## src/rtl/mdu_pkg.sv

```systemverilog
package mdu_pkg;
  localparam int unsigned MDU_OPW = 8;
  typedef enum logic [1:0] {
    MDU_HOLD  = 2'd0,
    MDU_MSTRT = 2'd1,
    MDU_DSTRT = 2'd2,
    MDU_ITER  = 2'd3
  } mdu_act_e;
endpackage

```

## src/rtl/mdu_mul_iter.sv

```systemverilog
module mdu_mul_iter #(
  parameter int unsigned OPW = 8,
  localparam int unsigned RW = 2 * OPW,
  localparam int unsigned SW = 3 * OPW
) (
  input  logic          en,
  input  logic [RW-1:0] q_i,
  input  logic [RW-1:0] r_i,
  input  logic [SW-1:0] s_i,
  output logic [RW-1:0] q_o,
  output logic [RW-1:0] r_o,
  output logic [SW-1:0] s_o
);
  always_comb begin
    q_o = q_i;
    r_o = r_i;
    s_o = s_i;
    if (en) begin
      if (q_i[0]) r_o = r_i + s_i[RW-1:0];
      q_o = q_i >> 1;
      s_o = s_i << 1;
    end
  end
endmodule

```

## src/rtl/mdu_div_iter.sv

```systemverilog
module mdu_div_iter #(
  parameter int unsigned OPW = 8,
  localparam int unsigned RW = 2 * OPW,
  localparam int unsigned SW = 3 * OPW
) (
  input  logic          en,
  input  logic [RW-1:0] q_i,
  input  logic [RW-1:0] r_i,
  input  logic [SW-1:0] s_i,
  output logic [RW-1:0] q_o,
  output logic [RW-1:0] r_o,
  output logic [SW-1:0] s_o
);
  logic [SW-1:0] s_sh;
  logic [SW-1:0] r_ext;

  always_comb begin
    s_sh  = s_i >> 1;
    r_ext = {{(SW-RW){1'b0}}, r_i};
    q_o   = q_i;
    r_o   = r_i;
    s_o   = s_i;
    if (en) begin
      q_o = q_i << 1;
      s_o = s_sh;
      if (r_ext >= s_sh) begin
        r_o    = r_i - s_sh[RW-1:0];
        q_o[0] = 1'b1;
      end
    end
  end
endmodule

```

## src/rtl/mdu_step_ctr.sv

```systemverilog
module mdu_step_ctr #(
  parameter int unsigned CW = 4
) (
  input  logic          clk,
  input  logic          rst_n,
  input  logic          load,
  input  logic [CW-1:0] load_val,
  input  logic          step,
  output logic [CW-1:0] cnt,
  output logic          last
);
  logic [CW-1:0] cnt_n;
  logic          last_n;
  logic          upd;

  always_comb begin
    cnt_n  = cnt;
    last_n = last;
    upd    = load | step;
    if (load) begin
      cnt_n = load_val;
    end else if (step) begin
      if (cnt != '0) begin
        cnt_n = cnt - 1'b1;
        if (cnt == CW'(1)) last_n = 1'b1;
      end else begin
        last_n = 1'b0;
      end
    end
  end

  always_ff @(posedge clk or negedge rst_n) begin
    if (!rst_n) begin
      cnt  <= '0;
      last <= 1'b0;
    end else if (upd) begin
      cnt  <= cnt_n;
      last <= last_n;
    end
  end


  last_set_chk: assert property (@(posedge clk) disable iff (!rst_n)
    (step && !load && cnt == CW'(1)) |=> last);


  last_clr_chk: assert property (@(posedge clk) disable iff (!rst_n)
    (step && !load && cnt == '0) |=> !last);


  cnt_hold_chk: assert property (@(posedge clk) disable iff (!rst_n)
    (!step && !load) |=> ($stable(cnt) && $stable(last)));
endmodule

```

## src/rtl/mdu_serial.sv

```systemverilog
module mdu_serial
  import mdu_pkg::*;
#(
  parameter int unsigned OPW = MDU_OPW,
  localparam int unsigned RW  = 2 * OPW,
  localparam int unsigned SW  = 3 * OPW,
  localparam int unsigned MCW = $clog2(OPW + 1),
  localparam int unsigned DCW = $clog2(RW + 1)
) (
  input  logic           clk,
  input  logic           rst_n,
  input  logic           mcand_wr,
  input  logic [OPW-1:0] mcand_in,
  input  logic           mplier_wr,
  input  logic [OPW-1:0] mplier_in,
  input  logic           dvd_wr,
  input  logic [RW-1:0]  dvd_in,
  input  logic           dvs_wr,
  input  logic [OPW-1:0] dvs_in,
  input  logic           step,
  output logic [RW-1:0]  prod_rem,
  output logic [RW-1:0]  quot,
  output logic           mul_last,
  output logic           div_last,
  output logic           busy
);
  logic [OPW-1:0] mcand_q, mcand_eff;
  logic [RW-1:0]  dvd_q, dvd_eff;
  logic [RW-1:0]  q_r, r_r, q_n, r_n;
  logic [SW-1:0]  s_r, s_n;
  logic [RW-1:0]  q_m, r_m, q_d, r_d;
  logic [SW-1:0]  s_m, s_d;
  logic [MCW-1:0] mcnt;
  logic [DCW-1:0] dcnt;
  logic           mul_go, div_go, ctr_load;
  mdu_act_e       act;

  assign mul_go   = mplier_wr;
  assign div_go   = dvs_wr & ~mplier_wr;
  assign ctr_load = mul_go | div_go;

  always_comb begin
    mcand_eff = mcand_wr ? mcand_in : mcand_q;
    dvd_eff   = dvd_wr ? dvd_in : dvd_q;
  end

  always_ff @(posedge clk or negedge rst_n) begin
    if (!rst_n) begin
      mcand_q <= '0;
    end else if (mcand_wr) begin
      mcand_q <= mcand_in;
    end
  end

  always_ff @(posedge clk or negedge rst_n) begin
    if (!rst_n) begin
      dvd_q <= '0;
    end else if (dvd_wr) begin
      dvd_q <= dvd_in;
    end
  end

  mdu_mul_iter #(.OPW(OPW)) u_mul (
    .en  (mcnt != '0),
    .q_i (q_r), .r_i (r_r), .s_i (s_r),
    .q_o (q_m), .r_o (r_m), .s_o (s_m)
  );

  mdu_div_iter #(.OPW(OPW)) u_div (
    .en  (dcnt != '0),
    .q_i (q_m), .r_i (r_m), .s_i (s_m),
    .q_o (q_d), .r_o (r_d), .s_o (s_d)
  );

  always_comb begin
    if (mul_go)      act = MDU_MSTRT;
    else if (div_go) act = MDU_DSTRT;
    else if (step)   act = MDU_ITER;
    else             act = MDU_HOLD;
  end

  always_comb begin
    q_n = q_r;
    r_n = r_r;
    s_n = s_r;
    unique case (act)
      MDU_MSTRT: begin
        q_n = {{(RW-OPW){1'b0}}, mplier_in};
        r_n = '0;
        s_n = {{(SW-OPW){1'b0}}, mcand_eff};
      end
      MDU_DSTRT: begin
        q_n = '0;
        r_n = dvd_eff;
        s_n = {dvs_in, {RW{1'b0}}};
      end
      MDU_ITER: begin
        q_n = q_d;
        r_n = r_d;
        s_n = s_d;
      end
      default: ;
    endcase
  end

  always_ff @(posedge clk or negedge rst_n) begin
    if (!rst_n) begin
      q_r <= '0;
      r_r <= '0;
      s_r <= '0;
    end else if (act != MDU_HOLD) begin
      q_r <= q_n;
      r_r <= r_n;
      s_r <= s_n;
    end
  end

  mdu_step_ctr #(.CW(MCW)) u_mctr (
    .clk      (clk),
    .rst_n    (rst_n),
    .load     (ctr_load),
    .load_val (mul_go ? MCW'(OPW) : '0),
    .step     (step),
    .cnt      (mcnt),
    .last     (mul_last)
  );

  mdu_step_ctr #(.CW(DCW)) u_dctr (
    .clk      (clk),
    .rst_n    (rst_n),
    .load     (ctr_load),
    .load_val (div_go ? DCW'(RW) : '0),
    .step     (step),
    .cnt      (dcnt),
    .last     (div_last)
  );

  assign busy     = (mcnt != '0) | (dcnt != '0);
  assign prod_rem = r_r;
  assign quot     = q_r;


  mul_start_chk: assert property (@(posedge clk) disable iff (!rst_n)
    mplier_wr |=> (busy && prod_rem == '0));


  div_start_chk: assert property (@(posedge clk) disable iff (!rst_n)
    (dvs_wr && !mplier_wr) |=> (busy && quot == '0));


  idle_hold_chk: assert property (@(posedge clk) disable iff (!rst_n)
    (step && !busy && !mplier_wr && !dvs_wr) |=> ($stable(prod_rem) && $stable(quot)));


  excl_ctr_chk: assert property (@(posedge clk) disable iff (!rst_n)
    !((mcnt != '0) && (dcnt != '0)));


  one_last_chk: assert property (@(posedge clk) disable iff (!rst_n)
    $rose(mul_last) |-> !$rose(div_last));
endmodule

```

## config.mk

```make
export PLATFORM = sky130hd
export DESIGN_NAME = mdu_serial
export DESIGN_NICKNAME = d
export VERILOG_FILES = /design/src/rtl/mdu_pkg.sv /design/src/rtl/mdu_mul_iter.sv /design/src/rtl/mdu_div_iter.sv /design/src/rtl/mdu_step_ctr.sv /design/src/rtl/mdu_serial.sv
export SDC_FILE = /design/constraint.sdc
export NUM_CORES = 1
export LEC_CHECK = 0
export BUFFER_PORTS_ARGS = -buffer_cell sky130_fd_sc_hd__buf_2
export CORE_AREA = 2 2 117 119
export CTS_BUF_LIST = sky130_fd_sc_hd__clkbuf_8 sky130_fd_sc_hd__clkbuf_16
export DETAILED_ROUTE_END_ITERATION = 6
export DIE_AREA = 0 0 119 121
export PLACE_DENSITY = 0.76
export SKIP_CTS_REPAIR_TIMING = 1
export SLEW_MARGIN = 20
export SYNTH_ARGS = -nofsm -noshare
export SYNTH_HDL_FRONTEND = slang
export SYNTH_SLANG_ARGS = --single-unit
```

## constraint.sdc

```tcl
create_clock -name clk -period 9.9 [get_ports clk]
set_input_delay 1.485 -clock clk [delete_from_list [all_inputs] [get_ports clk]]
set_output_delay 1.485 -clock clk [all_outputs]
set_load 0.02 [all_outputs]
```

==> flow_summary.toml, run 1 <==
[floorplan]
die_y_um = 121
pin_count = 82
core_sq_um = 13090
die_w_um = 119
start_util_pct = 48.80
std_cell_rows = 42
die_area_sq_um = 14400

[power]
intPower_uw = 822.8
leakagePower_nw = 3.356
swShare_pct = 37.09
combPwrFrac_pct = 36.6
ir_drop_v = 0.0001307
powerDensity_nw_per_um2 = 179.9
clkPwrFrac_pct = 30.0
power_frac_seq_pct = 33.4
finalPower_mw = 1.308
switching_power_uw = 485.1

[synth]
synth_top_family_by_area = "compound AO/OA/AOI/OAI gates"
synthSimpleGateAreaFrac_pct = 16.74
ys_types = 83
yosys_warnings = 0
synthCells = 708
synth-xor-area-share_pct = 3.429
ys.flop_type = "dfrtp_1"
synth_edf_count = 0
syn_nets = 793
muxShareOfSynthArea_pct = 7.741
netlist_area_sq_um = 6385
synth_adder_area_share_pct = 7.682
seq_area_frac_synth_pct = 35.67
avgSynthCellArea_sq_um = 9.018
synth_compound_area_share_pct = 24.79
synth_seq_cells = 91
synthArstFlopShare_pct = 100.0

[timing]
hold_viol = 0
fin_setup_tns_ns = 0
relSlewSlack_pct = 41.87
fin_crit_ns = 4.821
rsz0062_at_grt = "false"
period_share_pct = 48.70
whs_ns = 0.4988
max_freq_mhz = 207.4
drv_slew = 0
tightestPinTransition_ns = 0.8699
fin_skew_ns = 0.01258
setup_viol = 0

[clock_tree]
clk_pin_slew_worst_paths_ns = 0.07
cts_tree = "done"
cts_max_level = 3
cts.sinks = 91
cts_root_buf = "clkbuf_16"
worstSkewPairLatency_ns = 0.37
cts_buffers = 9
clk_path_buf_depth = 2

[min_path]
hold_class = "reg2reg"
hold_depth = 1
holdCritStartpoint = "dvd_q[1]$_DFF_PN0_"
whs_endpoint = "dvd_q[1]$_DFF_PN0_"

[place]
place_congestion = 0.9793
io_buffers = 81
post_dp_cell_area_sq_um = 6910
dpl.hpwl_mm = 12.28

[global_routing]
grt_max_degree = 57
antenna_found_initial = 0
grt_pass1_vias = 5655
grt.total_usage_pct = 24.91
grt_pass1_wl_mm = 28.63
grt-ovfl-total = 0

[cells_and_area]
utilization_pct = 55.57
nNetsFinal = 856
design_area_sq_um = 7272
nFillCells = 1179
antenna_cells = 0
drive_above_1_share_pct = 19.46
syn_to_final_growth_pct = 13.89

[setup_path]
critPathSlowestCell = "nor2b_2"
startpoint_type = "flop"
max_stage_delay_ns = 0.69
worstReg2RegEnd = "prod_rem[1]$_DFFE_PN0P_"
rr_worst_depth = 17
setup.worst_path.class = "reg2reg"
crit_buf_inv = 3
worst-endpoint-required_ns = 10.17
rrSetupSlack_ns = 5.08
arrival_ns = 5.09
r2r_start = "u_mctr.cnt[0]$_DFFE_PN0P_"
worst-path-max-fanout = 48
cp-end-kind = "flop"
crit_family = "simple AND/OR/NAND/NOR gates"
crit_chain = "inv_1 > ha_1 > or3b_1 > buf_4 > and2_1 > and4b_1 > and3_1 > nor3_2 > xnor2_1 > ha_1 > inv_1 > or2_2 > a2bb2oi_1 > o211ai_2 > nor2b_2 > a221oi_1 > a22oi_1"

[drt]
wire_per_inst_um = 18.17
detail-route-antenna-nets = 0
drt_iter0_markers = 426
dr.pass1.iters = 6
viasPerCell = 6.132
drc = 0
wl_mm = 17.30
vias = 5838

[status]
status = "finished clean"

[run]
max-cap-violations = 0
-- power by group through the flow --
stage / Sequential (mW) / Clock [mW] / Combinational, mW
after floorplan: 0.448 / 0 / 0.343
after global placement: 0.442 / 0 / 0.464
after detailed placement: 0.443 / 0 / 0.470
after CTS: 0.437 / 0.396 / 0.473
after global routing: 0.442 / 0.415 / 0.528
final: 0.437 / 0.392 / 0.478
-- cell families (layout without fill, tap and decap cells) --
kind of cell / Yosys count / after routing
AO/OA/AOI/OAI: 224 / 224
XOR/XNOR: 25 / 25
adder cells (fa/ha/maj): 38 / 38
buffers and inverters: 62 / 130
flip-flops: 91 / 91
multiplexers: 46 / 46
AND/OR/NAND/NOR: 222 / 222
-- metrics by stage --
step           cells  setup WS [ns]
2_1_floorplan    708          5.923
3_3_place_gp     935          5.273
3_5_place_dp     935          5.161
4_1_cts          951          5.119
5_1_grt          952          4.749
6_report         952          5.079
-- registers in the layout, indices dropped and copies added, names as in the netlist --
name and flops:
quot 16, u_dctr.cnt 5, u_mctr.cnt 4, u_mctr.last 1, dvd_q 16, mcand_q 8
prod_rem 16, s_r 24, u_dctr.last 1
-- routing by layer --
layer | vias to the layer above | part of all wire (%) | global-route usage [%]
li1 | 2772 | - | -
met1 | 2808 | 45 | 33.99
met2 | 236 | 46 | 40.27
met3 | 22 | 7.6 | 5.357
met4 | 0 | 1.3 | 6.622
met5 | - | 0 | 0
-- final cells by class --
class | count | area [sq um] | share of cell area (%)
Clock inverter | 7 | 108.9 | 1.497
Tap cell | 176 | 220.2 | 3.028
Multi-Input combinational cell | 555 | 3862 | 53.11
Timing Repair Buffer | 88 | 480.5 | 6.607
Clock buffer | 9 | 225.2 | 3.097
Sequential cell | 91 | 2277 | 31.31
Inverter | 26 | 97.59 | 1.342
-- worst max-delay path by stage --
stage                         startpoint                        to  slack, ns  cells past startpoint
6_report       u_mctr.cnt[0]$_DFFE_PN0P_   prod_rem[1]$_DFFE_PN0P_       5.08                     17
5_1_grt        u_mctr.cnt[0]$_DFFE_PN0P_   prod_rem[1]$_DFFE_PN0P_       4.75                     17
2_1_floorplan    prod_rem[0]$_DFFE_PN0P_   prod_rem[3]$_DFFE_PN0P_       5.92                     18
3_3_place_gp   u_mctr.cnt[0]$_DFFE_PN0P_  prod_rem[15]$_DFFE_PN0P_       5.27                     15
3_5_place_dp   u_mctr.cnt[0]$_DFFE_PN0P_   prod_rem[1]$_DFFE_PN0P_       5.16                     17
4_1_cts        u_mctr.cnt[0]$_DFFE_PN0P_   prod_rem[1]$_DFFE_PN0P_       5.12                     17
-- Yosys cell counts, types with 3 or more instances --
library cell / n / area (sq um)
a222oi_1: 10 / 100.1
nor3_1: 11 / 55.05
a31oi_1: 6 / 37.54
or2_2: 4 / 25.02
o31a_1: 3 / 26.28
a221oi_1: 7 / 61.31
a21oi_1: 65 / 325.3
nand4b_1: 3 / 26.28
nor2b_1: 7 / 43.79
a21o_1: 6 / 45.04
o221ai_1: 6 / 52.55
a211oi_1: 12 / 90.09
nor2_1: 57 / 214.0
clkbuf_1: 23 / 86.33
ha_1: 36 / 450.4
o21ai_0: 35 / 175.2
o21bai_1: 3 / 22.52
a22oi_1: 4 / 30.03
buf_1: 4 / 15.01
buf_2: 7 / 35.03
dfrtp_1: 91 / 2277
nand4_1: 8 / 50.05
o21ai_1: 3 / 15.01
xnor2_1: 13 / 113.9
nand3_1: 10 / 50.05
nand2_1: 90 / 337.8
inv_1: 25 / 93.84
a221o_1: 9 / 90.09
a22o_1: 6 / 52.55
a32o_1: 8 / 80.08
mux2_2: 27 / 304.0
nor3b_1: 3 / 22.52
xor2_1: 12 / 105.1
mux2i_1: 19 / 190.2
and3_1: 4 / 25.02
o21a_1: 13 / 97.59
o211ai_1: 3 / 22.52
nand3b_1: 4 / 30.03
and2_1: 3 / 18.77
-- cell usage in the layout (no fill, tap or decap), drive strengths merged, types with 4 or more instances in the layout --
cell type	Yosys	layout
o21ai	39	39
nor3	12	12
nor2	57	57
nand4	8	8
buf	13	88
a211oi	12	12
mux2i	19	19
o221ai	6	6
xor2	12	12
and3	5	5
nor2b	8	8
inv	26	29
a32o	8	8
xnor2	13	13
nor3b	4	4
o21a	13	13
a221o	9	9
o211ai	4	4
clkbuf	23	9
or2	5	5
a21oi	67	67
nand3b	5	5
a221oi	7	7
a222oi	10	10
ha	36	36
a31oi	6	6
dfrtp	91	91
nand3	10	10
mux2	27	27
nand2	90	90
a22oi	4	4
a22o	6	6
a21o	6	6
No activity file was read; power rests on OpenSTA's default activity.
==> run 2: changes to the inputs <==
- ABC_AREA: not set -> 1
- CORE_AREA: 2 2 117 119 -> 2 2 122 124
- DIE_AREA: 0 0 119 121 -> 0 0 124 126
- PLACE_DENSITY: 0.76 -> 0.78
- clock period: 9.9 -> 4.3 ns (I/O delays scaled with it)
==> flow_summary.toml, run 2 <==
[cells_and_area]
syn_to_final_growth_pct = 11.97
regMostFlops = "s_r"
nNetsFinal = 1168
layout_commonest_cell = "nand2_1"
layout_common_cells = "nand2_1, inv_1, dfrtp_1"
drive_above_1_share_pct = 12.87
largest_reg_flops = 24
final_cells = 1272
utilization_pct = 54.48
antenna_cells = 0

[timing]
relSlewSlack_pct = 33.10
fin_crit_ns = 3.909
max_freq_mhz = 255.8
drv_slew = 0
setup_viol = 0
period_share_pct = 90.91
tightestPinTransition_ns = 1.002
rsz0062_at_grt = "false"
hold_viol = 0
whs_ns = 0.3436
fin_skew_ns = 0.008160
fin_setup_tns_ns = 0

[synth]
seq_area_frac_synth_pct = 32.70
synth.top_cells.by_count = "nand2_1, inv_1, dfrtp_1"
synthCells = 1017
synthArstFlopShare_pct = 100.0
synth_edf_count = 0
post-synth-top-count-cell = "nand2_1"
netlist.area_leader.share_pct = 32.70
netlist_area_sq_um = 6964
ys_types = 46
synth_area_leaders = "dfrtp_1, nand2_1, inv_1"
avgSynthCellArea_sq_um = 6.848
yosys_warnings = 0
syn_nets = 1102
synth_largest_area_cell = "dfrtp_1"
synth_seq_cells = 91
ys.flop_type = "dfrtp_1"

[power]
swShare_pct = 41.86
power_frac_seq_pct = 32.9
ir_drop_v = 0.0002510
switching_power_mw = 1.271
clkPwrFrac_pct = 25.2
combPwrFrac_pct = 41.9
powerDensity_nw_per_um2 = 389.3
finalPower_mw = 3.036
leakagePower_nw = 4.354
intPower_mw = 1.765

[place]
dpl.hpwl_mm = 15.10
numPlacedInstances = 1256
io_buffers = 81
place_congestion = 0.9896

[setup_path]
cp-endpoint = "prod_rem[5]$_DFFE_PN0P_"
setup.worst_path.class = "reg2reg"
startpoint = "prod_rem[0]$_DFFE_PN0P_"
worstReg2RegEnd = "prod_rem[5]$_DFFE_PN0P_"
cp-end-kind = "flop"
worst-endpoint-required_ns = 4.54
r2r_start = "prod_rem[0]$_DFFE_PN0P_"
worst-path-max-fanout = 15
rrSetupSlack_ns = 0.39
rr_worst_depth = 25
arrival_ns = 4.15
startpoint_type = "flop"

[floorplan]
std_cell_rows = 44
die_area_sq_um = 15620
start_util_pct = 48.65
core_sq_um = 14310
die_w_um = 124
die_y_um = 126
pin_count = 82

[drt]
wire_per_inst_um = 15.30
drt_iter0_markers = 597
wl_mm = 19.46
dr.pass1.iters = 5
vias = 6928
drc = 0
viasPerCell = 5.447
detail-route-antenna-nets = 0

[clock_tree]
cts_max_level = 3
cts.sinks = 91
clk_path_buf_depth = 2
cts_root_buf = "clkbuf_16"
cts_buffers = 9
worstSkewPairLatency_ns = 0.36
cts_tree = "done"
clk_pin_slew_worst_paths_ns = 0.07

[global_routing]
grt-ovfl-total = 0
grt_pass1_wl_mm = 32.07
antenna_found_initial = 0
grt_max_degree = 63
grt_pass1_vias = 6585
grt.total_usage_pct = 26.27

[min_path]
hold_class = "in2async"

[run]
max-cap-violations = 0

[status]
status = "finished clean"
-- run 2: worst min-delay path by stage --
stage,to,slack (ns),cells after the start
floorplan,dvd_q[0]$_DFF_PN0_,0.35,0
global placement,dvd_q[4]$_DFF_PN0_,0.45,2
detailed placement,dvd_q[13]$_DFF_PN0_,0.46,2
CTS,quot[5]$_DFFE_PN0P_,0.39,1
global route,quot[5]$_DFFE_PN0P_,0.42,1
finish,quot[5]$_DFFE_PN0P_,0.34,1
-- run 2: area by class of cell --
cell class                      instances  area (sq um)
Clock buffer                            9         225.2
Clock inverter                          7         58.81
Fill cell                            1394          6516
Inverter                              157         589.3
Multi-Input combinational cell        734          3941
Sequential cell                        91          2277
Tap cell                              184         230.2
Timing Repair Buffer                   90         475.5
-- run 2: stage by stage --
step | instance area, sq um | worst slack [ns]
after floorplan | 6964 | 0.9416
after global placement | 7505 | 0.5175
after detailed placement | 7505 | 0.4315
after CTS | 7789 | 0.3959
after global routing | 7797 | 0.006507
final | 7797 | 0.3911
-- run 2: power groups by stage --
| stage | combinational (mW) | clock, mW | sequential, mW |
|---|---|---|---|
| global placement | 1.24 | 0 | 1.01 |
| detailed placement | 1.24 | 0 | 1.01 |
| finish | 1.27 | 0.766 | 0.998 |
| global route | 1.43 | 0.808 | 1.01 |
| floorplan | 0.908 | 0 | 1.02 |
| CTS | 1.25 | 0.781 | 0.995 |
-- run 2: metal layers --
layer | track usage (%) | vias to the layer above | share of wire [%]
met5 | 0 | - | 0
met4 | 10.97 | 0 | 3.4
met3 | 2.899 | 40 | 7.9
met2 | 40.63 | 275 | 44
met1 | 37.34 | 3185 | 45
li1 | - | 3428 | -
-- run 2: critical path: stages (launching register included) --
cell and delay (ns):
dfrtp_1 0.42, ha_1 0.23, inv_1 0.09, fa_1 0.40, inv_1 0.10, nand3_1 0.08, nand3_1 0.17, nand2_1 0.07
nand2_1 0.10, xnor2_1 0.13, nand2_1 0.06, o21ai_0 0.07, inv_1 0.11, ha_1 0.38, nand2_1 0.12, inv_1 0.06
a21oi_1 0.21, nand2_1 0.16, nand2_1 0.11, nand2_1 0.08, nand3_2 0.09, nand2_4 0.14, nand2_1 0.18, o21ai_0 0.10
inv_1 0.07, nand3_1 0.06
-- run 2: cells by family (layout without fill, tap and decap cells) --
group                      count (synthesis)  in the layout  share of synthesized area, %
AOI/OAI and AO/OA                        157            157                         13.78
adders and majority gates                 38             38                         7.043
and+or+nand+nor                          503            503                         30.52
muxes                                     20             20                         3.000
DFF                                       91             91                         32.70
buffers and inverters                    192            263                         10.94
xor gates and xnor gates                  16             16                         2.012
